<file path="src/rtl/wrlat_pkg.sv">
// Shared constants and types for the write latency calibration sequencer.
// Assumes a 64-bit read-back word made of four 16-bit beats, first beat in the MSBs.
package wrlat_pkg;
    localparam int BEAT_W       = 16;
    localparam int WORD_W       = 64;
    localparam int BEATS        = WORD_W / BEAT_W;
    localparam int TAP_W        = 4;
    localparam int TAPS_PER_CLK = 4;
    localparam int MAX_TAP      = 15;
    localparam int MAX_ADD_CLK  = 3;
    localparam int ADD_W        = 2;
    localparam int NIB_W        = 4;

    localparam logic [WORD_W-1:0] GOLDEN = 64'hFF00AA5555AA9966;

    typedef enum logic [2:0] {
        ERR_NONE     = 3'd0,
        ERR_RANGE    = 3'd1,
        ERR_LATE     = 3'd2,
        ERR_NOTFOUND = 3'd3,
        ERR_SKEW     = 3'd4,
        ERR_CONFIRM  = 3'd5
    } err_e;

    typedef enum logic [1:0] {
        S_IDLE = 2'd0,
        S_REQ  = 2'd1,
        S_EVAL = 2'd2,
        S_REC  = 2'd3
    } state_e;

    typedef struct packed {
        logic exact;
        logic early;
        logic late;
    } verdict_t;
endpackage

</file>
<file path="src/rtl/wrlat_pattern_cmp.sv">
// Classifies a read-back word against the golden burst.
// exact: every nibble matches. early: the word is the golden burst moved toward
// the first beat by 1..BEATS-1 whole beats. late: moved toward the last beat.
// Purely combinational; assumes the golden beats are pairwise distinct.
module wrlat_pattern_cmp
    import wrlat_pkg::*;
(
    input  logic [WORD_W-1:0] word,
    output verdict_t          verdict
);
    localparam int WORD_NIBS = WORD_W / NIB_W;

    logic [WORD_NIBS-1:0] exact_nm;
    logic [BEATS-1:0]     early_k;
    logic [BEATS-1:0]     late_k;

    // per-nibble equality for the unshifted case
    for (genvar n = 0; n < WORD_NIBS; n++) begin : g_exact
        assign exact_nm[n] = (word[n*NIB_W +: NIB_W] == GOLDEN[n*NIB_W +: NIB_W]);
    end

    assign early_k[0] = 1'b0;
    assign late_k[0]  = 1'b0;

    // per-nibble equality for each whole-beat shift in each direction
    for (genvar k = 1; k < BEATS; k++) begin : g_shift
        localparam int LEN  = (BEATS - k) * BEAT_W;
        localparam int NIBS = LEN / NIB_W;
        logic [NIBS-1:0] e_nm;
        logic [NIBS-1:0] l_nm;
        for (genvar n = 0; n < NIBS; n++) begin : g_nib
            assign e_nm[n] = (word[WORD_W-LEN + n*NIB_W +: NIB_W] == GOLDEN[n*NIB_W +: NIB_W]);
            assign l_nm[n] = (word[n*NIB_W +: NIB_W] == GOLDEN[WORD_W-LEN + n*NIB_W +: NIB_W]);
        end
        assign early_k[k] = &e_nm;
        assign late_k[k]  = &l_nm;
    end

    // fold the per-shift hits into one verdict
    always_comb begin
        verdict.exact = &exact_nm;
        verdict.early = |early_k;
        verdict.late  = |late_k;
    end
endmodule

</file>
<file path="src/rtl/wrlat_result_store.sv">
// Per rank and byte storage of the calibrated added-clock count and final tap,
// with a valid flag per entry, plus the rank-to-rank skew test for a new result.
// Assumes only ranks other than the one being written take part in the skew test.
module wrlat_result_store
    import wrlat_pkg::*;
#(
    parameter int NB         = 4,
    parameter int NR         = 2,
    parameter int BW         = 2,
    parameter int RW         = 1,
    parameter int SKEW_LIMIT = 1
) (
    input  logic                    clk,
    input  logic                    rst_n,
    input  logic                    wr_en,
    input  logic [RW-1:0]           wr_rank,
    input  logic [BW-1:0]           wr_byte,
    input  logic [ADD_W-1:0]        wr_add,
    input  logic [TAP_W-1:0]        wr_tap,
    output logic                    skew_bad,
    output logic [NR*NB*TAP_W-1:0]  tap_flat,
    output logic [NR*NB*ADD_W-1:0]  add_flat
);
    logic [ADD_W-1:0] add_q [NR][NB];
    logic [TAP_W-1:0] tap_q [NR][NB];
    logic             val_q [NR][NB];

    for (genvar r = 0; r < NR; r++) begin : g_rank
        for (genvar b = 0; b < NB; b++) begin : g_byte
            // hold one entry; overwrite on a recorded result for this rank and byte
            always_ff @(posedge clk) begin
                if (!rst_n) begin
                    add_q[r][b] <= '0;
                    tap_q[r][b] <= '0;
                    val_q[r][b] <= 1'b0;
                end else if (wr_en && wr_rank == RW'(r) && wr_byte == BW'(b)) begin
                    add_q[r][b] <= wr_add;
                    tap_q[r][b] <= wr_tap;
                    val_q[r][b] <= 1'b1;
                end
            end
            assign tap_flat[(r*NB+b)*TAP_W +: TAP_W] = tap_q[r][b];
            assign add_flat[(r*NB+b)*ADD_W +: ADD_W] = add_q[r][b];
        end
    end

    function automatic int abs_diff(input logic [ADD_W-1:0] a, input logic [ADD_W-1:0] b);
        return (a > b) ? int'(a - b) : int'(b - a);
    endfunction

    // flag a new result too far from any other rank's stored result
    always_comb begin
        skew_bad = 1'b0;
        for (int r = 0; r < NR; r++) begin
            if (RW'(r) != wr_rank && val_q[r][wr_byte] &&
                abs_diff(wr_add, add_q[r][wr_byte]) > SKEW_LIMIT)
                skew_bad = 1'b1;
        end
    end
endmodule

</file>
<file path="src/rtl/wrlat_ctrl.sv">
// Sequencing FSM: walks the bytes in order, issues trials to the write/read
// engine, steps the added delay one clock at a time, confirms a match with a
// repeat trial and records the result or stops with an error code.
// Assumes eng_ack is a single-cycle pulse that only comes while eng_req is high.
module wrlat_ctrl
    import wrlat_pkg::*;
#(
    parameter int NB = 4,
    parameter int BW = 2,
    parameter int RW = 1
) (
    input  logic                  clk,
    input  logic                  rst_n,
    input  logic                  start,
    input  logic [RW-1:0]         cal_rank,
    input  logic [NB*TAP_W-1:0]   base_tap,
    input  logic                  eng_ack,
    input  logic [WORD_W-1:0]     eng_rdata,
    input  verdict_t              verdict,
    input  logic                  skew_bad,
    output logic [WORD_W-1:0]     word,
    output logic                  eng_req,
    output logic [BW-1:0]         eng_byte,
    output logic [TAP_W-1:0]      eng_tap,
    output logic                  rec_en,
    output logic [RW-1:0]         rec_rank,
    output logic [ADD_W-1:0]      rec_add,
    output logic                  done,
    output logic                  err,
    output err_e                  err_code,
    output logic [BW-1:0]         err_byte
);
    state_e           st_q;
    logic [BW-1:0]    byte_q;
    logic [ADD_W-1:0] add_q;
    logic             confirm_q;
    logic [RW-1:0]    rank_q;
    logic [WORD_W-1:0] word_q;
    logic             done_q, err_q;
    err_e             code_q;
    logic [BW-1:0]    ebyte_q;

    logic [TAP_W-1:0] base_sel, room, cur_tap;
    logic [ADD_W-1:0] max_add;
    logic             last_byte;
    logic             ev_fail;
    err_e             ev_code;

    // tap budget for the current byte: room left above the leveling tap
    always_comb begin
        base_sel  = base_tap[int'(byte_q)*TAP_W +: TAP_W];
        room      = (TAP_W'(MAX_TAP) - base_sel) >> $clog2(TAPS_PER_CLK);
        max_add   = (room > TAP_W'(MAX_ADD_CLK)) ? ADD_W'(MAX_ADD_CLK) : room[ADD_W-1:0];
        cur_tap   = base_sel + {add_q, 2'b00};
        last_byte = (byte_q == BW'(NB-1));
    end

    // decide whether the evaluated trial ends the run with an error
    always_comb begin
        ev_fail = 1'b0;
        ev_code = ERR_NONE;
        if (!verdict.exact) begin
            if (confirm_q) begin
                ev_fail = 1'b1;
                ev_code = ERR_CONFIRM;
            end else if (add_q == '0 && verdict.late) begin
                ev_fail = 1'b1;
                ev_code = ERR_LATE;
            end else if (add_q >= max_add) begin
                ev_fail = 1'b1;
                ev_code = verdict.early ? ERR_RANGE : ERR_NOTFOUND;
            end
        end
    end

    // main sequencing state machine
    always_ff @(posedge clk) begin
        if (!rst_n) begin
            st_q      <= S_IDLE;
            byte_q    <= '0;
            add_q     <= '0;
            confirm_q <= 1'b0;
            rank_q    <= '0;
            word_q    <= '0;
            done_q    <= 1'b0;
            err_q     <= 1'b0;
            code_q    <= ERR_NONE;
            ebyte_q   <= '0;
        end else begin
            case (st_q)
                S_IDLE: begin
                    if (start) begin
                        st_q      <= S_REQ;
                        byte_q    <= '0;
                        add_q     <= '0;
                        confirm_q <= 1'b0;
                        rank_q    <= cal_rank;
                        done_q    <= 1'b0;
                        err_q     <= 1'b0;
                        code_q    <= ERR_NONE;
                        ebyte_q   <= '0;
                    end
                end
                S_REQ: begin
                    if (eng_ack) begin
                        word_q <= eng_rdata;
                        st_q   <= S_EVAL;
                    end
                end
                S_EVAL: begin
                    if (ev_fail) begin
                        done_q  <= 1'b1;
                        err_q   <= 1'b1;
                        code_q  <= ev_code;
                        ebyte_q <= byte_q;
                        st_q    <= S_IDLE;
                    end else if (verdict.exact) begin
                        if (confirm_q) begin
                            st_q <= S_REC;
                        end else begin
                            confirm_q <= 1'b1;
                            st_q      <= S_REQ;
                        end
                    end else begin
                        add_q <= add_q + 1'b1;
                        st_q  <= S_REQ;
                    end
                end
                S_REC: begin
                    if (skew_bad) begin
                        done_q  <= 1'b1;
                        err_q   <= 1'b1;
                        code_q  <= ERR_SKEW;
                        ebyte_q <= byte_q;
                        st_q    <= S_IDLE;
                    end else if (last_byte) begin
                        done_q <= 1'b1;
                        st_q   <= S_IDLE;
                    end else begin
                        byte_q    <= byte_q + 1'b1;
                        add_q     <= '0;
                        confirm_q <= 1'b0;
                        st_q      <= S_REQ;
                    end
                end
                default: st_q <= S_IDLE;
            endcase
        end
    end

    // drive the engine, the result store and the held status
    always_comb begin
        word     = word_q;
        eng_req  = (st_q == S_REQ);
        eng_byte = byte_q;
        eng_tap  = cur_tap;
        rec_en   = (st_q == S_REC) && !skew_bad;
        rec_rank = rank_q;
        rec_add  = add_q;
        done     = done_q;
        err      = err_q;
        err_code = code_q;
        err_byte = ebyte_q;
    end
endmodule

</file>
<file path="src/rtl/wrlat_cal_seq.sv">
// Top of the write latency calibration sequencer. Connects the sequencing FSM,
// the read-back pattern classifier and the per rank/byte result store.
// Assumes base_tap is stable for the length of a run.
module wrlat_cal_seq
    import wrlat_pkg::*;
#(
    parameter int NB         = 4,
    parameter int NR         = 2,
    parameter int SKEW_LIMIT = 1,
    localparam int BW        = (NB > 1) ? $clog2(NB) : 1,
    localparam int RW        = (NR > 1) ? $clog2(NR) : 1
) (
    input  logic                     clk,
    input  logic                     rst_n,
    input  logic                     start,
    input  logic [RW-1:0]            cal_rank,
    input  logic [NB*4-1:0]          base_tap,
    output logic                     eng_req,
    output logic [BW-1:0]            eng_byte,
    output logic [3:0]               eng_tap,
    input  logic                     eng_ack,
    input  logic [63:0]              eng_rdata,
    output logic                     done,
    output logic                     err,
    output logic [2:0]               err_code,
    output logic [BW-1:0]            err_byte,
    output logic [NR*NB*4-1:0]       tap_out,
    output logic [NR*NB*2-1:0]       add_out
);
    verdict_t          verdict;
    logic [WORD_W-1:0] word;
    logic              skew_bad;
    logic              rec_en;
    logic [RW-1:0]     rec_rank;
    logic [ADD_W-1:0]  rec_add;
    err_e              code;

    wrlat_ctrl #(.NB(NB), .BW(BW), .RW(RW)) u_ctrl (
        .clk(clk), .rst_n(rst_n), .start(start), .cal_rank(cal_rank),
        .base_tap(base_tap), .eng_ack(eng_ack), .eng_rdata(eng_rdata),
        .verdict(verdict), .skew_bad(skew_bad), .word(word),
        .eng_req(eng_req), .eng_byte(eng_byte), .eng_tap(eng_tap),
        .rec_en(rec_en), .rec_rank(rec_rank), .rec_add(rec_add),
        .done(done), .err(err), .err_code(code), .err_byte(err_byte)
    );

    wrlat_pattern_cmp u_cmp (
        .word(word), .verdict(verdict)
    );

    wrlat_result_store #(
        .NB(NB), .NR(NR), .BW(BW), .RW(RW), .SKEW_LIMIT(SKEW_LIMIT)
    ) u_store (
        .clk(clk), .rst_n(rst_n), .wr_en(rec_en), .wr_rank(rec_rank),
        .wr_byte(eng_byte), .wr_add(rec_add), .wr_tap(eng_tap),
        .skew_bad(skew_bad), .tap_flat(tap_out), .add_flat(add_out)
    );

    assign err_code = code;
endmodule

</file>
<file path="config.mk">
export PLATFORM = sky130hd
export DESIGN_NAME = wrlat_cal_seq
export DESIGN_NICKNAME = d
export VERILOG_FILES = /design/src/rtl/wrlat_pkg.sv /design/src/rtl/wrlat_pattern_cmp.sv /design/src/rtl/wrlat_result_store.sv /design/src/rtl/wrlat_ctrl.sv /design/src/rtl/wrlat_cal_seq.sv
export SDC_FILE = /design/constraint.sdc
export NUM_CORES = 1
export LEC_CHECK = 0
export BUFFER_PORTS_ARGS = -buffer_cell sky130_fd_sc_hd__buf_2
export CAP_MARGIN = 20
export CORE_UTILIZATION = 31
export CTS_BUF_LIST = sky130_fd_sc_hd__clkbuf_8
export CTS_CLUSTER_DIAMETER = 200
export DETAILED_ROUTE_END_ITERATION = 8
export HOLD_SLACK_MARGIN = 0.08
export PLACE_DENSITY_LB_ADDON = 0.08
export SLEW_MARGIN = 20
export SYNTH_ARGS = -nofsm -noshare
export SYNTH_HDL_FRONTEND = slang
export SYNTH_SLANG_ARGS = --single-unit
</file>
<file path="constraint.sdc">
create_clock -name clk -period 3.6 [get_ports clk]
set_input_delay 0.36 -clock clk [delete_from_list [all_inputs] [get_ports clk]]
set_output_delay 0.36 -clock clk [all_outputs]
set_load 0.03 [all_outputs]
</file>
==> impl_metrics.toml, run 1 <==
[floorplanning]
core_um2 = 19800
start_util_pct = 32.1
num_io_pins = 147
fp.dieW_um = 145
die_h_um = 145
dieArea_um2 = 21000
fp-row-count = 51

[sta]
slew_viol_final = 0
layout_min_cycle_time_ns = 3.30
finalHoldViolCount = 0
skew_ns = 0.0119
finalSetupTns_ns = 0
final.period_utilization_pct = 91.6
max_clock_freq_mhz = 303
tightest_slew_ns = 0.773
slew_headroom_pct = 47.8
finalSetupViolations = 0
rsz0062_at_grt = "no"
hold_ws_ns = 0.161

[power_and_ir_drop]
powerDensity_nw_per_um2 = 401
ir_worst_vdd_uv = 186
leakage_uw = 0.00302
p_sw_uw = 858
p_int_uw = 2240
p_sw_share_pct = 27.7
power_frac_comb_pct = 10.9
seqPwrFrac_pct = 54.6
pwr-share-clk_pct = 34.5

[routing]
vias = 5117
ant_nets = 0
first_pass_iters = 5
vias_per_cell = 4.84
wl_mm = 17.8
first_iter_violations = 399
drc_errors = 0
wl_per_cell_um = 16.9

[synth]
synth_simple_gate_area_share_pct = 24.7
synth_async_sr_flop_share_pct = 0
synth_flop_cell = "dfxtp_1"
synth-seq-cells = 135
synth-compound-area-share_pct = 12.0
synth_area_per_cell_um2 = 10.1
synth_fp_nets = 733
synth_edf_count = 55
synthXorXnorAreaFrac_pct = 0.138
synth_mux_area_share_pct = 4.46
synth_fa_ha_area_share_pct = 4.02
syn_area_um2 = 6350
syn_inst = 630
synth_warnings = 0
synth_top_family_by_area = "simple AND/OR/NAND/NOR gates"
yosysSeqAreaShare_pct = 51.3
synth_cell_types = 57

[clocking]
cts_resized = 0
htree_levels = 4
clk_latency_ns = 0.44
cts_tree = "built"
root_buffer = "clkbuf_8"
postCtsHoldBufs = 0
post_cts_buffers = 0
clk_pin_slew_ns = 0.08
clk_path_buf_depth = 2
cts_buffers = 17
cts_sinks = 135

[worst_setup_path]
critPathSlowestCell = "mux4_2"
worst_path_largest_cell_delay_ns = 0.56
path_cells = "mux4_2 > ha_1 > inv_1 > fa_1 > and3_1 > o211a_2 > nor3b_4 > nand2_1 > nand2_1"
critPathLaunchType = "register"
cp.required_ns = 3.71
cp_max_fo = 8
worst-path-buf-inv = 1
reg2reg_depth = 9
critPathTopFamily = "simple AND/OR/NAND/NOR gates"
cp_data_arrival_time_ns = 3.41
end_kind = "register"
path_depth = 9
critPathKind = "reg -> reg"
crit_top_cell = "nand2_1"

[global_routing]
antenna_found_initial = 0
track_usage_pct = 17.8
grt_pass1_vias = 5060
grt_max_degree = 65
overflow = 0
grt_first_pass_wirelength_mm = 28.9

[cells_and_area]
n_antenna_cell = 0
area_delta_synth_final_pct = 21.8
layout.nets = 882
final_core_util_pct = 39.1
drive_gt1_share_pct = 28.9
final_cell_mix = "163 x nand2_1, 146 x buf_2, 79 x dfxtp_1"
final_common_cell = "nand2_1"

[status]
status = "finished clean"

[place]
hpwl_mm = 13.5
gp_congestion = 0.785
portBuffers = 146

[hold_path]
holdCritPathClass = "in -> reg"
whs_path_depth = 3

[job]
maxCapViolations = 0
-- per-layer routing --
| metal | track usage (%) | routed length [um] | vias up |
|---|---|---|---|
| met5 | 0 | 0 | - |
| met4 | 4.05 | 189 | 0 |
| met3 | 4.34 | 1020 | 13 |
| met2 | 26.2 | 7720 | 176 |
| met1 | 26.0 | 8930 | 2423 |
| li1 | - | - | 2505 |
-- cells in the mapped netlist, drive strengths merged (5+ instances only) --
cell	number	area [um2]
and2	5	31.3
inv	24	90.1
nand2	164	616
edfxtp	55	1650
nand4	11	68.8
nand3	16	150
and4bb	6	78.8
dfxtp	80	1600
mux4	8	180
a21oi	7	35.0
nor4bb	17	170
clkbuf	25	93.8
o21ai	5	25.0
a21boi	64	480
mux2i	8	80.1
nor2	54	203
ha	14	175
nor2b	5	31.3
-- power by group through the flow --
stage	combinational, uW	clock [uW]	sequential, uW
2_1_floorplan	176	0	1750
5_1_grt	376	1180	1700
4_1_cts	345	1100	1690
3_5_place_dp	344	0	1720
3_3_place_gp	339	0	1720
6_report	339	1070	1690
-- stage by stage --
stage          setup slack, ns  total power (uW)  cell area (um2)  cells
4_1_cts                  0.284              3140             7730   1057
5_1_grt                 0.0876              3260             7730   1057
2_1_floorplan           0.0546              1920             6350    630
6_report                 0.304              3100             7730   1057
3_3_place_gp             0.352              2060             7400   1025
3_5_place_dp             0.309              2070             7400   1025
-- flip-flops by register name, summed over array words and instances (netlist names), 2 cells and up --
signal,cells
u_ctrl.eng_byte,2
u_ctrl.err_byte,2
u_ctrl.err_code,3
u_ctrl.rec_add,2
u_ctrl.st_q,2
u_ctrl.word,64
u_store.add_q,16
u_store.tap_q,32
u_store.val_q,8
-- worst paths after layout --
kind / slack [ns] / startpoint / endpoint
worst max-delay path: 0.30 / u_ctrl.eng_byte[0] / u_store.tap_q[1][1]
worst min-delay path: 0.16 / eng_rdata[44] / u_ctrl.word[44]
worst max register to register: 0.30 / u_ctrl.eng_byte[0] / u_store.tap_q[1][1]
worst min register to register: 0.46 / u_ctrl.err_byte[0] / u_ctrl.err_byte[0]
-- final cells by class --
| class | count | area (um2) |
|---|---|---|
| fillers | 2042 | 12100 |
| flip-flops and latches | 135 | 3250 |
| multi-input cells | 440 | 2880 |
| repair buffers | 159 | 841 |
| well taps | 265 | 332 |
| clock buffers | 17 | 234 |
| inverters | 26 | 97.6 |
| clock inverters | 15 | 91.3 |
-- logic make-up (layout without fill, tap and decap cells) --
logic type | Yosys count | after routing
simple gates | 303 | 303
flops | 135 | 135
compound gates | 100 | 100
buf+inv | 55 | 217
fa+ha+maj | 18 | 18
mux | 18 | 18
xor+xnor | 1 | 1
-- worst reg2reg max path, delay by kind of cell (launching register included) --
kind / cells / cell delay (ns)
buffers and inverters: 1 / 0.06
AND/OR/NAND/NOR: 4 / 1.01
flip-flops: 1 / 0.41
adder cells (fa/ha/maj): 2 / 0.61
multiplexers: 1 / 0.56
AO/OA/AOI/OAI: 1 / 0.31
No activity file was read; power rests on OpenSTA's default activity.
==> run 2: changes to the inputs <==
PLACE_DENSITY_LB_ADDON = not set   (was 0.08)
==> impl_metrics.toml, run 2 (same netlist as run 1, synthesis figures left out) <==
[status]
status = "finished clean"

[clocking]
htree_levels = 4
clk_latency_ns = 0.45
clk_path_buf_depth = 2
cts_tree = "built"
cts_buffers = 17
postCtsHoldBufs = 0
root_buffer = "clkbuf_8"
cts_resized = 0
cts_sinks = 135
post_cts_buffers = 0
clk_pin_slew_ns = 0.08

[global_routing]
grt_max_degree = 78
grt_pass1_vias = 5158
grt_first_pass_wirelength_mm = 27.1
overflow = 0
antenna_found_initial = 0
track_usage_pct = 16.7

[cells_and_area]
final_cell_mix = "163 x nand2_1, 146 x buf_2, 79 x dfxtp_1"
drive_gt1_share_pct = 29.2
largest_reg_flops = 64
layout.nets = 881
fin_area_um2 = 7780
final_common_cell = "nand2_1"
multi_input_area_um2 = 2880
n_fill_cell = 2041
area_delta_synth_final_pct = 22.7
seqCellArea_um2 = 3250
final_core_util_pct = 39.4
n_antenna_cell = 0

[worst_setup_path]
critPathLaunchType = "register"
cp_max_fo = 12
path_cells = "buf_4 > mux4_2 > fa_1 > a22oi_1 > and4bb_4 > nor3_4 > nand2_1 > nand2_1"
critPathTopFamily = "simple AND/OR/NAND/NOR gates"
critPathSlowestCell = "mux4_2"
worst_path_largest_cell_delay_ns = 0.57
end_kind = "register"
worst-path-buf-inv = 1
cp_data_arrival_time_ns = 3.44
cp.required_ns = 3.73
critPathKind = "reg -> reg"
crit_top_cell = "nand2_1"

[sta]
tightest_slew_ns = 0.692
final.period_utilization_pct = 92.1
layout_min_cycle_time_ns = 3.32
skew_ns = 0.00995
rsz0062_at_grt = "no"
finalHoldViolCount = 0
finalSetupTns_ns = 0
finalSetupViolations = 0
slew_headroom_pct = 53.9
fin_ws_ns = 0.285
slew_viol_final = 0
max_clock_freq_mhz = 302

[routing]
drc_errors = 0
wl_per_cell_um = 15.7
first_iter_violations = 294
vias_per_cell = 4.68
first_pass_iters = 4
ant_nets = 0
wl_mm = 16.6
vias = 4941

[place]
portBuffers = 146
dpl_cell_area_um2 = 7400
gp_congestion = 0.771
place_ws_ns = 0.254
hpwl_mm = 12.4

[floorplanning]
dieArea_um2 = 21000
start_util_pct = 32.1
fp.dieW_um = 145
fp-row-count = 51
die_h_um = 145
num_io_pins = 147
core_um2 = 19800

[power_and_ir_drop]
leakage_uw = 0.00303
ir_worst_vdd_uv = 200
powerDensity_nw_per_um2 = 419

[hold_path]
holdCritPathClass = "in -> reg"

[job]
maxCapViolations = 0
## run 2: cell count changes in the layout (fill, tap and decap cells not counted), sizes merged
cell and delta:
clkinvlp +2, bufinv +2, clkinv -4, buf -1
## run 2: layer usage
metal / routed length (um) / vias up / GRT usage (%)
li1: - / 2495 / -
met1: 7710 / 2327 / 21.1
met2: 7910 / 95 / 27.3
met3: 664 / 24 / 3.71
met4: 320 / 0 / 7.00
met5: 0 / - / 0
## run 2: final cells by class
class	count	share of cell area, %
clock buffer	17	3.01
multi-input combinational	440	37.0
tap	265	4.26
inverter	26	1.25
sequential	135	41.8
clock inverter	15	1.98
timing repair buffer	158	10.7
## run 2: where the power goes
group / switching (uW) / total (uW) / internal, uW
Combinational: 204 / 334 / 130
Clock: 627 / 1240 / 615
Sequential: 42.6 / 1690 / 1650
Total: 874 / 3260 / 2390
## run 2: final timing paths
path                            slack [ns]                from  cells after the start                  end
worst max-delay path                  0.28  u_ctrl.eng_byte[0]                      8  u_store.tap_q[0][5]
worst min-delay path                  0.14       eng_rdata[36]                      3      u_ctrl.word[36]
worst max register to register        0.28  u_ctrl.eng_byte[0]                      8  u_store.tap_q[0][5]
worst min register to register        0.47  u_ctrl.err_code[0]                      2   u_ctrl.err_code[0]
## run 2: worst register-to-register path, stage by stage (launching register included)
cell,delay [ns]
dfxtp_2,0.47
buf_4,0.26
mux4_2,0.57
fa_1,0.47
a22oi_1,0.18
and4bb_4,0.28
nor3_4,0.40
nand2_1,0.10
nand2_1,0.26
## run 2: per-stage QoR
stage | total power (uW) | instances | hold WS (ns)
after detailed placement | 2060 | 1024 | 0.451
after global routing | 3390 | 1056 | 0.129
after CTS | 3300 | 1056 | 0.115
after floorplan | 1920 | 630 | 0.447
final | 3260 | 1056 | 0.143
after global placement | 2060 | 1024 | 0.446
